===== src/rtl/tps_pkg.sv =====
package tps_pkg;

    typedef enum logic [2:0] {
        SRC_STOP     = 3'd0,
        SRC_DIV1     = 3'd1,
        SRC_DIV8     = 3'd2,
        SRC_DIV64    = 3'd3,
        SRC_DIV256   = 3'd4,
        SRC_DIV1024  = 3'd5,
        SRC_EXT_FALL = 3'd6,
        SRC_EXT_RISE = 3'd7
    } src_sel_e;

    // state bit 1 mirrors the group-halt bit, state bit 0 the restart bit
    typedef enum logic [1:0] {
        CTL_FREE  = 2'b00,
        CTL_CLEAR = 2'b01,
        CTL_ARMED = 2'b10,
        CTL_HOLD  = 2'b11
    } ctl_state_e;

    localparam int unsigned REG_W    = 8;
    localparam int unsigned HALT_BIT = 7;
    localparam int unsigned RST_BIT  = 0;
    localparam int unsigned SEL_W    = 3;
    localparam int unsigned NUM_TAPS = 5;

    // log2 of the division ratio of each divider tap
    function automatic int unsigned tap_log2(input int unsigned idx);
        case (idx)
            0:       return 0;
            1:       return 3;
            2:       return 6;
            3:       return 8;
            default: return 10;
        endcase
    endfunction

endpackage


===== src/rtl/tps_ctl_fsm.sv =====
module tps_ctl_fsm
    import tps_pkg::*;
(
    input  logic             clk,
    input  logic             rst_n,
    input  logic             we,
    input  logic [REG_W-1:0] wdata,
    output logic [REG_W-1:0] rdata,
    output logic             div_hold
);

    ctl_state_e state_q, state_d;
    logic       w_halt, w_rst;
    logic       wdata_unused;

    assign w_halt       = wdata[HALT_BIT];
    assign w_rst        = wdata[RST_BIT];
    assign wdata_unused = ^wdata;

    // next-state logic
    always_comb begin
        state_d = state_q;
        if (we) begin
            if (w_halt) begin
                state_d = w_rst ? CTL_HOLD : CTL_ARMED;
            end else begin
                unique case (state_q)
                    CTL_ARMED, CTL_HOLD: state_d = CTL_FREE;
                    CTL_FREE, CTL_CLEAR: state_d = w_rst ? CTL_CLEAR : CTL_FREE;
                endcase
            end
        end else begin
            unique case (state_q)
                CTL_CLEAR: state_d = CTL_FREE;
                CTL_FREE:  state_d = CTL_FREE;
                CTL_ARMED: state_d = CTL_ARMED;
                CTL_HOLD:  state_d = CTL_HOLD;
            endcase
        end
    end

    // state register
    always_ff @(posedge clk or negedge rst_n) begin
        if (!rst_n) state_q <= CTL_FREE;
        else        state_q <= state_d;
    end

    // outputs
    always_comb begin
        rdata    = '0;
        div_hold = 1'b0;
        unique case (state_q)
            CTL_FREE:  ;
            CTL_CLEAR: begin rdata[RST_BIT] = 1'b1; div_hold = 1'b1; end
            CTL_ARMED: rdata[HALT_BIT] = 1'b1;
            CTL_HOLD:  begin
                rdata[HALT_BIT] = 1'b1;
                rdata[RST_BIT]  = 1'b1;
                div_hold        = 1'b1;
            end
        endcase
    end

    assert_clear_self_ends_R3: assert property (@(posedge clk) disable iff (!rst_n)
        (rdata[RST_BIT] && !rdata[HALT_BIT] && !we) |=> !rdata[RST_BIT]);

    assert_hold_kept_R4: assert property (@(posedge clk) disable iff (!rst_n)
        (rdata[RST_BIT] && rdata[HALT_BIT] && !we) |=> (rdata[RST_BIT] && rdata[HALT_BIT]));

    assert_leave_halt_clears_R5: assert property (@(posedge clk) disable iff (!rst_n)
        (we && !wdata[HALT_BIT] && rdata[HALT_BIT]) |=> !rdata[RST_BIT]);

endmodule


===== src/rtl/tps_divider.sv =====
module tps_divider
    import tps_pkg::*;
#(
    parameter int unsigned CNT_W = 10
) (
    input  logic                clk,
    input  logic                rst_n,
    input  logic                hold,
    output logic [NUM_TAPS-1:0] taps
);

    logic [CNT_W-1:0] cnt_q;
    logic             run;

    assign run = !hold;

    always_ff @(posedge clk or negedge rst_n) begin
        if (!rst_n)    cnt_q <= '0;
        else if (hold) cnt_q <= '0;
        else           cnt_q <= cnt_q + 1'b1;
    end

    for (genvar i = 0; i < NUM_TAPS; i++) begin : g_tap
        localparam int unsigned L = tap_log2(i);
        if (L == 0) begin : g_full
            assign taps[i] = run;
        end else begin : g_div
            assign taps[i] = run && (&cnt_q[L-1:0]);
        end
    end

    assert_restart_at_zero_R3: assert property (@(posedge clk) disable iff (!rst_n)
        hold |=> (cnt_q == '0));

    assert_div8_spacing_R6: assert property (@(posedge clk) disable iff (!rst_n)
        taps[1] |=> !taps[1]);

    assert_hold_silent_R4: assert property (@(posedge clk) disable iff (!rst_n)
        (hold && $past(hold)) |-> (taps == '0));

endmodule


===== src/rtl/tps_pin_edge.sv =====
module tps_pin_edge (
    input  logic clk,
    input  logic rst_n,
    input  logic pin,
    output logic rise,
    output logic fall
);

    logic s1_q, s2_q, s3_q;

    always_ff @(posedge clk or negedge rst_n) begin
        if (!rst_n) begin
            s1_q <= 1'b0;
            s2_q <= 1'b0;
            s3_q <= 1'b0;
        end else begin
            s1_q <= pin;
            s2_q <= s1_q;
            s3_q <= s2_q;
        end
    end

    assign rise = s2_q && !s3_q;
    assign fall = !s2_q && s3_q;

    assert_rise_single_R7: assert property (@(posedge clk) disable iff (!rst_n)
        rise |=> !rise);

    assert_fall_single_R7: assert property (@(posedge clk) disable iff (!rst_n)
        fall |=> !fall);

endmodule


===== src/rtl/tps_src_mux.sv =====
module tps_src_mux
    import tps_pkg::*;
(
    input  logic                clk,
    input  logic                rst_n,
    input  logic [SEL_W-1:0]    sel,
    input  logic [NUM_TAPS-1:0] taps,
    input  logic                rise,
    input  logic                fall,
    output logic                en
);

    src_sel_e src;
    assign src = src_sel_e'(sel);

    always_comb begin
        unique case (src)
            SRC_STOP:     en = 1'b0;
            SRC_DIV1:     en = taps[0];
            SRC_DIV8:     en = taps[1];
            SRC_DIV64:    en = taps[2];
            SRC_DIV256:   en = taps[3];
            SRC_DIV1024:  en = taps[4];
            SRC_EXT_FALL: en = fall;
            SRC_EXT_RISE: en = rise;
        endcase
    end

    assert_stop_silent_R9: assert property (@(posedge clk) disable iff (!rst_n)
        (src == SRC_STOP) |-> !en);

    assert_ext_bypass_R8: assert property (@(posedge clk) disable iff (!rst_n)
        (src == SRC_EXT_RISE && rise) |-> en);

endmodule


===== src/rtl/tps_hub.sv =====
module tps_hub
    import tps_pkg::*;
#(
    parameter int unsigned N_TMR = 2,
    parameter int unsigned CNT_W = 10
) (
    input  logic                   clk,
    input  logic                   rst_n,
    input  logic                   ctl_we,
    input  logic [7:0]             ctl_wdata,
    output logic [7:0]             ctl_rdata,
    input  logic [N_TMR*SEL_W-1:0] src_sel,
    input  logic [N_TMR-1:0]       ext_pin,
    output logic [N_TMR-1:0]       tick_en
);

    logic                div_hold;
    logic [NUM_TAPS-1:0] taps;

    tps_ctl_fsm u_ctl (
        .clk      (clk),
        .rst_n    (rst_n),
        .we       (ctl_we),
        .wdata    (ctl_wdata),
        .rdata    (ctl_rdata),
        .div_hold (div_hold)
    );

    tps_divider #(.CNT_W(CNT_W)) u_div (
        .clk   (clk),
        .rst_n (rst_n),
        .hold  (div_hold),
        .taps  (taps)
    );

    for (genvar t = 0; t < N_TMR; t++) begin : g_tmr
        logic rise, fall;

        tps_pin_edge u_edge (
            .clk   (clk),
            .rst_n (rst_n),
            .pin   (ext_pin[t]),
            .rise  (rise),
            .fall  (fall)
        );

        tps_src_mux u_mux (
            .clk   (clk),
            .rst_n (rst_n),
            .sel   (src_sel[t*SEL_W +: SEL_W]),
            .taps  (taps),
            .rise  (rise),
            .fall  (fall),
            .en    (tick_en[t])
        );
    end

    assert_reserved_zero_R2: assert property (@(posedge clk) disable iff (!rst_n)
        ctl_we |=> (ctl_rdata[6:1] == 6'd0));

endmodule


===== config.mk =====
export PLATFORM = sky130hd
export DESIGN_NAME = tps_hub
export DESIGN_NICKNAME = d
export VERILOG_FILES = /design/src/rtl/tps_pkg.sv /design/src/rtl/tps_ctl_fsm.sv /design/src/rtl/tps_divider.sv /design/src/rtl/tps_pin_edge.sv /design/src/rtl/tps_src_mux.sv /design/src/rtl/tps_hub.sv
export SDC_FILE = /design/constraint.sdc
export NUM_CORES = 1
export LEC_CHECK = 0
export ABC_CLOCK_PERIOD_IN_PS = 4000
export BUFFER_PORTS_ARGS = -buffer_cell sky130_fd_sc_hd__buf_2
export CORE_ASPECT_RATIO = 1.25
export CORE_UTILIZATION = 50
export CTS_CLUSTER_DIAMETER = 40
export DETAILED_ROUTE_END_ITERATION = 6
export PLACE_DENSITY = 0.81
export SKIP_LAST_GASP = 1
export SLEW_MARGIN = 15
export SYNTH_ARGS = -nofsm -noshare
export SYNTH_HDL_FRONTEND = slang
export SYNTH_SLANG_ARGS = --single-unit
export TNS_END_PERCENT = 50

===== constraint.sdc =====
create_clock -name clk -period 4 [get_ports clk]
set_input_delay 0.8 -clock clk [delete_from_list [all_inputs] [get_ports clk]]
set_output_delay 0.8 -clock clk [all_outputs]
set_load 0.005 [all_outputs]

== Word level (Yosys, flattened, before mapping) ==
Index checks and enable logic that the tools add are counted.

* Add/sub/neg operators: 1
* Multiplexer cells: 11
* Eq/ne operators: 17
* Reductions and logical operators: 23

{| class="wikitable"
|+ Operators by type and width
! cell !! count
|-
| equality test 3 bit, second input constant || 8
|-
| one-hot mux 1 bit (8 select lines) || 2
|-
| equality test 3 x 2 -> 1 bit, second input constant || 4
|-
| adder 10 x 1 -> 10 bit, second input constant || 1
|-
| 2-to-1 mux 10 bit || 1
|-
| AND reduction 10 bit || 1
|-
| logical AND 1 bit || 8
|-
| AND reduction 8 bit || 1
|-
| equality test 3 x 1 -> 1 bit, second input constant || 2
|-
| logical NOT 3 bit || 2
|-
| one-hot mux 2 bit (3 select lines) || 1
|-
| AND reduction 6 bit || 1
|-
| OR reduction 2 bit || 3
|-
| logical NOT 1 bit || 5
|-
| equality test 2 bit, second input constant || 2
|-
| 2-to-1 mux 1 bit || 4
|-
| 2-to-1 mux 2 bit || 2
|-
| one-hot mux 2 bit (2 select lines) || 1
|-
| AND reduction 3 bit || 1
|-
| equality test 2 x 1 -> 1 bit, second input constant || 1
|-
| logical NOT 2 bit || 1
|}

* Word-level logic and storage cells: 60
* Register bits after elaboration: 18
* Bits of input ports: 19
* Output and inout bits: 10

== Longest topological paths before layout ==
Gate-level depths: netlist of run 1.

* Depth after elaboration: 6
* Depth in mapped cells: 6
* Gate-level depth less buffers: 5

== By module ==
From an unflattened synthesis of run 1, not the netlist that was laid out.

* Cells, all modules: 86
* Area, all modules: 952.2 um2

{| class="wikitable"
|+ By module, submodules not included
! module !! sequential area each (um2) !! instances !! cells each !! area an instance (um2)
|-
| tps_divider || 250.2 || 1 || 49 || 495.5
|-
| tps_pin_edge || 75.1 || 2 || 5 || 90.1
|-
| tps_ctl_fsm || 50.0 || 1 || 17 || 148.9
|-
| tps_src_mux || 0.0 || 2 || 5 || 63.8
|}

== Worst setup path after synthesis of run 1 ==
No wires, ideal clock.

* Path type: input to output
* From: input port src_sel[1]
* To: output port tick_en[0]
* Path buffers: 1
* Slack: 1456 ps
* Required time: 3200 ps
* Stages on the path: 4
* Data arrival time: 1744 ps
* Path through: or3b_1 -> a2111o_1 -> o211ai_1 -> buf_4

* Word-level cells in the longest chain between the ends: 2
* Elaborated cells between the ends (all ways): 9
* Classes of those cells: eq/ne: 7; mux: 1; reduce/logical: 1

{| class="wikitable"
|+ RTL lines
! element !! line !! RTL
|-
| start: declaration || tps_hub.sv:12 || <nowiki>input logic [N_TMR*SEL_W-1:0] src_sel,</nowiki>
|-
| equality test 3 bit (tied with other cells) || tps_src_mux.sv:17 || <nowiki>unique case (src)</nowiki>
|-
| one-hot mux 1 bit (8 select lines) (*) || tps_src_mux.sv:17 ||
|-
| end: declaration || tps_hub.sv:14 || <nowiki>output logic [N_TMR-1:0] tick_en</nowiki>
|}

Every way passes the cells marked *; elsewhere a longest branch is shown, timed or not.

== Worst setup path in the final report of run 1 ==
Same ends and word-level chain as after synthesis.

==> results of run 1 <==
[power breakdown]
| group | leakage [nW] | switching, W | internal, W | total [W] |
|---|---|---|---|---|
| sequential | 0.230 | 0.0000275 | 0.000203 | 0.000230 |
| combinational | 0.223 | 0.0000302 | 0.0000298 | 0.0000600 |
| clock | 0.0138 | 0.0000507 | 0.0000350 | 0.0000857 |
[critical path, stage by stage]
cell	delay [ps]
buf_2	120
or3b_1	370
a2111o_1	390
o211ai_1	90
buf_2	140
[metrics by stage]
| stage | cell area, um^2 | std cells |
|---|---|---|
| floorplan | 968 | 96 |
| global placement | 993 | 119 |
| detailed placement | 993 | 119 |
| CTS | 1020 | 122 |
| global route | 1020 | 122 |
| finish | 1020 | 122 |
[path summary, 6_finish.rpt]
path | startpoint | endpoint | slack, ps | depth (start not counted)
worst min register to register | g_tmr[0].u_edge.s1_q | g_tmr[0].u_edge.s2_q | 360 | 0
worst min-delay path | g_tmr[0].u_edge.s1_q | g_tmr[0].u_edge.s2_q | 360 | 0
max in group asynchronous | rst_n | u_div.cnt_q[5] | 3290 | 1
worst max register to register | u_div.cnt_q[0] | u_div.cnt_q[8] | 2490 | 4
worst max-delay path | src_sel[1] | tick_en[0] | 1290 | 5
min in group asynchronous | rst_n | u_div.cnt_q[4] | 430 | 1
[final cells by class]
cell class              instances  area share [%]
clock buffers                   3            2.22
inverters                       2           0.739
multi-input cells              64            42.5
flip-flops and latches         18            44.3
well taps                      19            2.34
repair buffers                 16            7.88
[registers in the layout, summed over array words and instances (netlist names)]
name	cells
g_tmr.u_edge.s2_q	2
g_tmr.u_edge.s1_q	2
u_div.cnt_q	10
u_ctl.state_q	2
g_tmr.u_edge.s3_q	2
[synthesized netlist by cell type, types with 3 or more instances]
library cell,number
o21ai_0,3
nand3_1,3
buf_4,9
clkbuf_1,3
nor2b_1,6
dfrtp_1,18
a21oi_1,4
o211ai_1,4
and3b_1,4
nor2_1,4
nand2_1,3
[layout by cell type (no fill, tap or decap), types with 4 or more instances in the layout]
master / synthesis / final
conb_1: 1 / 6
a21oi_1: 4 / 4
nor2b_1: 6 / 6
buf_2: 0 / 16
o211ai_1: 4 / 4
dfrtp_1: 18 / 18
and3b_1: 4 / 4
nor2_1: 4 / 4
[logic make-up (layout without fill, tap and decap cells)]
kind of cell,count (synthesis),count (layout)
and+or+nand+nor,35,35
AOI/OAI and AO/OA,18,18
DFF,18,18
buffers and inverters,14,21
adders and majority gates,2,2
xor gates and xnor gates,2,2
other,1,6
muxes,1,1
[per-layer routing]
metal | up-vias | wire (um)
met2 | 19 | 860
met4 | 0 | 25
met5 | - | 0
li1 | 341 | -
met1 | 348 | 688
met3 | 4 | 54
==> results.md, run 1 <==
* Die X at 41.0 um
* Routing usage on met1 at 19.6%
* Post-Route WL at 1630 um
* Layout area overhead at 6.98%
* Final nets at 126
* Filler cell count at 150
* Post-synthesis compound-gate area fraction at 13.7%
* Synth Flop Type: dfrtp_1
* Routed vias at 712
* Area of the multi-input gates at 432 um^2
* Synth Area in Simple Gates at 23.7%
* Synth top area share at 47.4%
* FF+latch area at 450 um^2
* Cell Rows at 17
* Die area at 2080 um^2
* Cell area power density at 370 nW/um^2
* RSZ-0062 raised after global routing: false
* Tcrit/Tclk final at 67.7%
* Final setup margin at 1290 ps
* Vias in the first global route at 667
* Hold Fails Final Rpt at 0
* Final core area utilization at 57.5%
* Clock tree from TritonCTS: yes
* Min Tclk post-route at 2710 ps
* Yosys cell types at 32
* Fmax at 370 MHz
* Maximum vdd drop at 0.271 mV
* GRT met2 Usage at 31.8%
* Worst EP arrival at 1910 ps
* CTS Buf Count at 3
* Post-Syn Area at 950 um^2
* Root buf cell: clkbuf_4
* LEAKAGE at 0.466 nW
* Final ANT Viol Nets at 0
* Worst-Skew Late Latency at 280 ps
* CP Launch Type: input pin
* Max-cap violations at 0
* Sequential fraction of the synthesis area at 47.4%
* First-pass GRT wire length at 2620 um
* Core box area at 1770 um^2
* Grt total ovfl at 0
* Initial DRC count at 7
* Post-DP HPWL at 1210 um
* Asr flop ratio synth at 100%
* Setup WS pre-CTS at 1290 ps
* Hold WC Path Type: reg2reg
* Ranking of synthesized cells by area: dfrtp_1, buf_4, nor2b_1
* CTS Buffer Depth at 2
* Critical Path RT at 3200 ps
* Finish-stage setup viols at 0
* DRC viols at 0
* DR WL/cell at 13.3 um
* # clock sinks at 18
* Initial antenna violation count at 0
* PortBufs at 16
* Gr usage total at 19.0%
* Synthesized area per cell at 10.4 um^2
* CTS resizes at 0
* I/O pin count at 29
* Clk_skew at 0.833 ps
* Status: complete, no violations
* Global route hottest layer: met2
* Mux cell area share after synthesis at 1.19%
* Final Max Tran Viols at 0
* Largest family of logic cells by synthesized area: simple AND/OR/NAND/NOR gates
* CP Class: in2out
* Number of diodes at 0
* Post-Synth XOR/XNOR Area at 1.84%
* Post-synth EDFFs at 0
* GPL Wtd Cong at 0.704
* Tot Pwr at 0.000376 W
* Share of cells above drive strength 1 at 24.3%
* H-tree depth at 1
* Total negative slack at 0 ps
* Post-Synth Adder-Cell Area at 2.64%
* Mapped Cells at 91
* Setup bufs post-CTS at 0
* Hold WS at 358 ps
* Post-synth top area cell: dfrtp_1
* Yosys Warn Count at 0
* Starting Density at 53.8%
* CP max FO at 4
* Pre-Repair DR Iteration Count at 4
* Largest net degree at the start of global routing at 19
* #FFs+latches synth at 18
* CTS clk-pin slew, worst paths at 90 ps
* Die Y at 50.7 um
* Routing usage on met3 at 4.42%
* Vias per cell at 5.84
* Hold_buf cts at 0
* Worst setup EP type: output pin
(Power assumes the default switching activity.)
==> inputs of run 2 (changes only) <==
ABC_CLOCK_PERIOD_IN_PS = 2200   (was 4000)
CORE_UTILIZATION = 44   (was 50)
PLACE_DENSITY = 0.76   (was 0.81)
clock period = 2.2 ns   (was 4 ns; I/O delays follow)
==> run 2 against run 1 <==
The flow now finishes with violations (DRC); die area grew 13%; clock-buffer cell count is the same; critical path depth grew 1; global-route usage shrank 1.4 points; register-to-register slack lost 1800 ps; flip-flop and latch count is the same; sequential power grew 81%; highest routed layer unchanged.
==> results.md, run 2 (synthesis results as in run 1) <==
* CP Launch Type: flop (was input pin)
* Initial antenna violation count at 0 (unchanged)
* Max reg flops at 10 (unchanged)
* Final nets at 131 (was 126)
* Largest stage delay, worst path at 420 ps (was 390 ps)
* Pre-Repair DR Iteration Count at 7 (was 4)
* Cell family with most CP delay: flip-flops (was compound AO/OA/AOI/OAI gates)
* Min Tclk post-route at 2120 ps
* Final setup margin at 76.3 ps (was 1290 ps)
* Tcrit/Tclk final at 96.5%
* Initial DRC count at 7 (unchanged)
* Layout area overhead at 14.0% (was 6.98%)
* Placed inst area at 1000 um^2 (was 993 um^2)
* Hold_buf cts at 0 (unchanged)
* Vias in the first global route at 719 (was 667)
* I/O pin count at 29 (unchanged)
* Routed vias at 712 (unchanged)
* Most frequent cells in the layout: dfrtp_1, buf_2, nor2b_1, conb_1, buf_4 (was dfrtp_1, buf_2, nor2b_1, conb_1)
* CTS Buffer Depth at 2 (unchanged)
* H-tree depth at 1 (unchanged)
* Post-Route WL at 1750 um (was 1630 um)
* Worst setup EP type: output pin (unchanged)
* Number of diodes at 0 (unchanged)
* First-pass GRT wire length at 3040 um (was 2620 um)
* Final ANT Viol Nets at 0 (unchanged)
* RSZ-0062 raised after global routing: true (was false)
* Most common cell after layout, fill and taps aside: dfrtp_1 (unchanged)
* Core box area at 2000 um^2 (was 1770 um^2)
* GPL Wtd Cong at 0.715 (was 0.704)
* Critical Path RT at 1760 ps (was 3200 ps)
* Worst-Skew Late Latency at 280 ps (about the same)
* Status: finished, violations left (was complete, no violations)
* Largest net degree at the start of global routing at 19 (unchanged)
* Setup WS pre-CTS at 205 ps (was 1290 ps)
* Cell area power density at 682 nW/um^2 (was 370 nW/um^2)
* CP max FO at 4 (unchanged)
* Starting Density at 47.4% (was 53.8%)
* Tot Pwr at 0.000738 W (was 0.000376 W)
* CTS Buf Count at 3 (unchanged)
* Clock tree from TritonCTS: yes (unchanged)
* # clock sinks at 18 (unchanged)
* Final core area utilization at 54.0% (was 57.5%)
* Final Max Tran Viols at 0 (unchanged)
* Top reg by flops: u_div.cnt_q (unchanged)
* Bufs and invs on worst path at 1 (was 2)
* DRC viols at 4 (was 0)
* Hold Fails Final Rpt at 0 (unchanged)
* CP Class: reg2out (was in2out)
* Cell Rows at 18 (was 17)
* CP Cell Sequence: ha_4 > ha_2 > and3b_1 > a311oi_2 > o211ai_1 > buf_2 (was buf_2 > or3b_1 > a2111o_1 > o211ai_1 > buf_2)
* Share of cells above drive strength 1 at 31.5% (was 24.3%)
* Vias per cell at 5.56 (was 5.84)
* Die X at 43.6 um (was 41.0 um)
* Finish-stage setup viols at 0 (unchanged)
* Grt total ovfl at 0 (unchanged)
* Post-DP HPWL at 1230 um (was 1210 um)
* Fmax at 471 MHz
* Clk_skew at 0.912 ps (was 0.833 ps)
* Finished Cell Area at 1080 um^2 (was 1020 um^2)
* DR WL/cell at 13.7 um (was 13.3 um)
* Hold WC Path Type: in2async (was reg2reg)
* Total negative slack at 0 ps (unchanged)
* Die Y at 53.9 um (was 50.7 um)
* LEAKAGE at 0.489 nW (was 0.466 nW)
* Failing checks: DRC
* Worst EP arrival at 1680 ps (was 1910 ps)
* Root buf cell: clkbuf_4 (unchanged)
* CTS clk-pin slew, worst paths at 100 ps (was 90 ps)
* Die area at 2350 um^2 (was 2080 um^2)
* Max-cap violations at 0 (unchanged)
* PortBufs at 16 (unchanged)
* Maximum vdd drop at 0.466 mV (was 0.271 mV)
* CP max stage cell: dfrtp_1 (was a2111o_1)
* Gr usage total at 17.6% (was 19.0%)
[run 2: cell count changes in the layout (fill, tap and decap cells not counted), sizes merged]
cell / change
buf: +5
[run 2: layout make-up]
type                            count  area, um^2
Timing Repair Buffer               21         118
Fill cell                         176         922
Clock buffer                        3        22.5
Sequential cell                    18         450
Tap cell                           20        25.0
Multi-Input combinational cell     64         459
Inverter                            2        7.51
[run 2: worst paths after layout]
check / startpoint / endpoint / slack (ps) / cells past startpoint
min in group clk: ext_pin[1] / g_tmr[1].u_edge.s1_q / 260 / 1
max in group asynchronous: rst_n / g_tmr[0].u_edge.s3_q / 1840 / 1
setup reg to reg: u_div.cnt_q[5] / u_div.cnt_q[9] / 720 / 3
setup / recovery: u_div.cnt_q[1] / tick_en[1] / 80 / 6
hold / removal: rst_n / g_tmr[0].u_edge.s2_q / 80 / 1
hold reg to reg: g_tmr[0].u_edge.s1_q / g_tmr[0].u_edge.s2_q / 360 / 0
[run 2: power by group]
part	total (W)	switching, W	internal, W
sequential	0.000416	0.0000466	0.000369
clock	0.000155	0.0000915	0.0000634
combinational	0.000167	0.0000760	0.0000914
[run 2: metrics by stage]
stage | std cells | hold slack, ps
floorplan | 96 | 144
global placement | 121 | 332
detailed placement | 121 | 345
CTS | 126 | 72.4
global route | 128 | 90.2
finish | 128 | 75.7
[run 2: repair_timing]
| action | in CTS | in global routing |
|---|---|---|
| setup buffers | 2 | 2 |
| endpoints found under the setup margin | 2 | 2 |
| gates resized for setup | 3 | 2 |
| endpoints found under the hold margin | 0 | 0 |
| pin swaps | 2 | 2 |
[run 2: layer usage]
| layer | up-vias | wire length (um) | global-route usage [%] |
|---|---|---|---|
| met5 | - | 0 | 0 |
| met4 | 0 | 17 | 6.25 |
| met3 | 2 | 45 | 3.36 |
| met2 | 14 | 955 | 33.1 |
| met1 | 350 | 731 | 19.5 |
| li1 | 346 | - | - |
[run 2: worst reg2reg max path: cells and delay by family, from the launching register on]
kind | cells | cell delay [ps]
flip-flops | 1 | 480
AND/OR/NAND/NOR | 2 | 510
multiplexers | 1 | 380
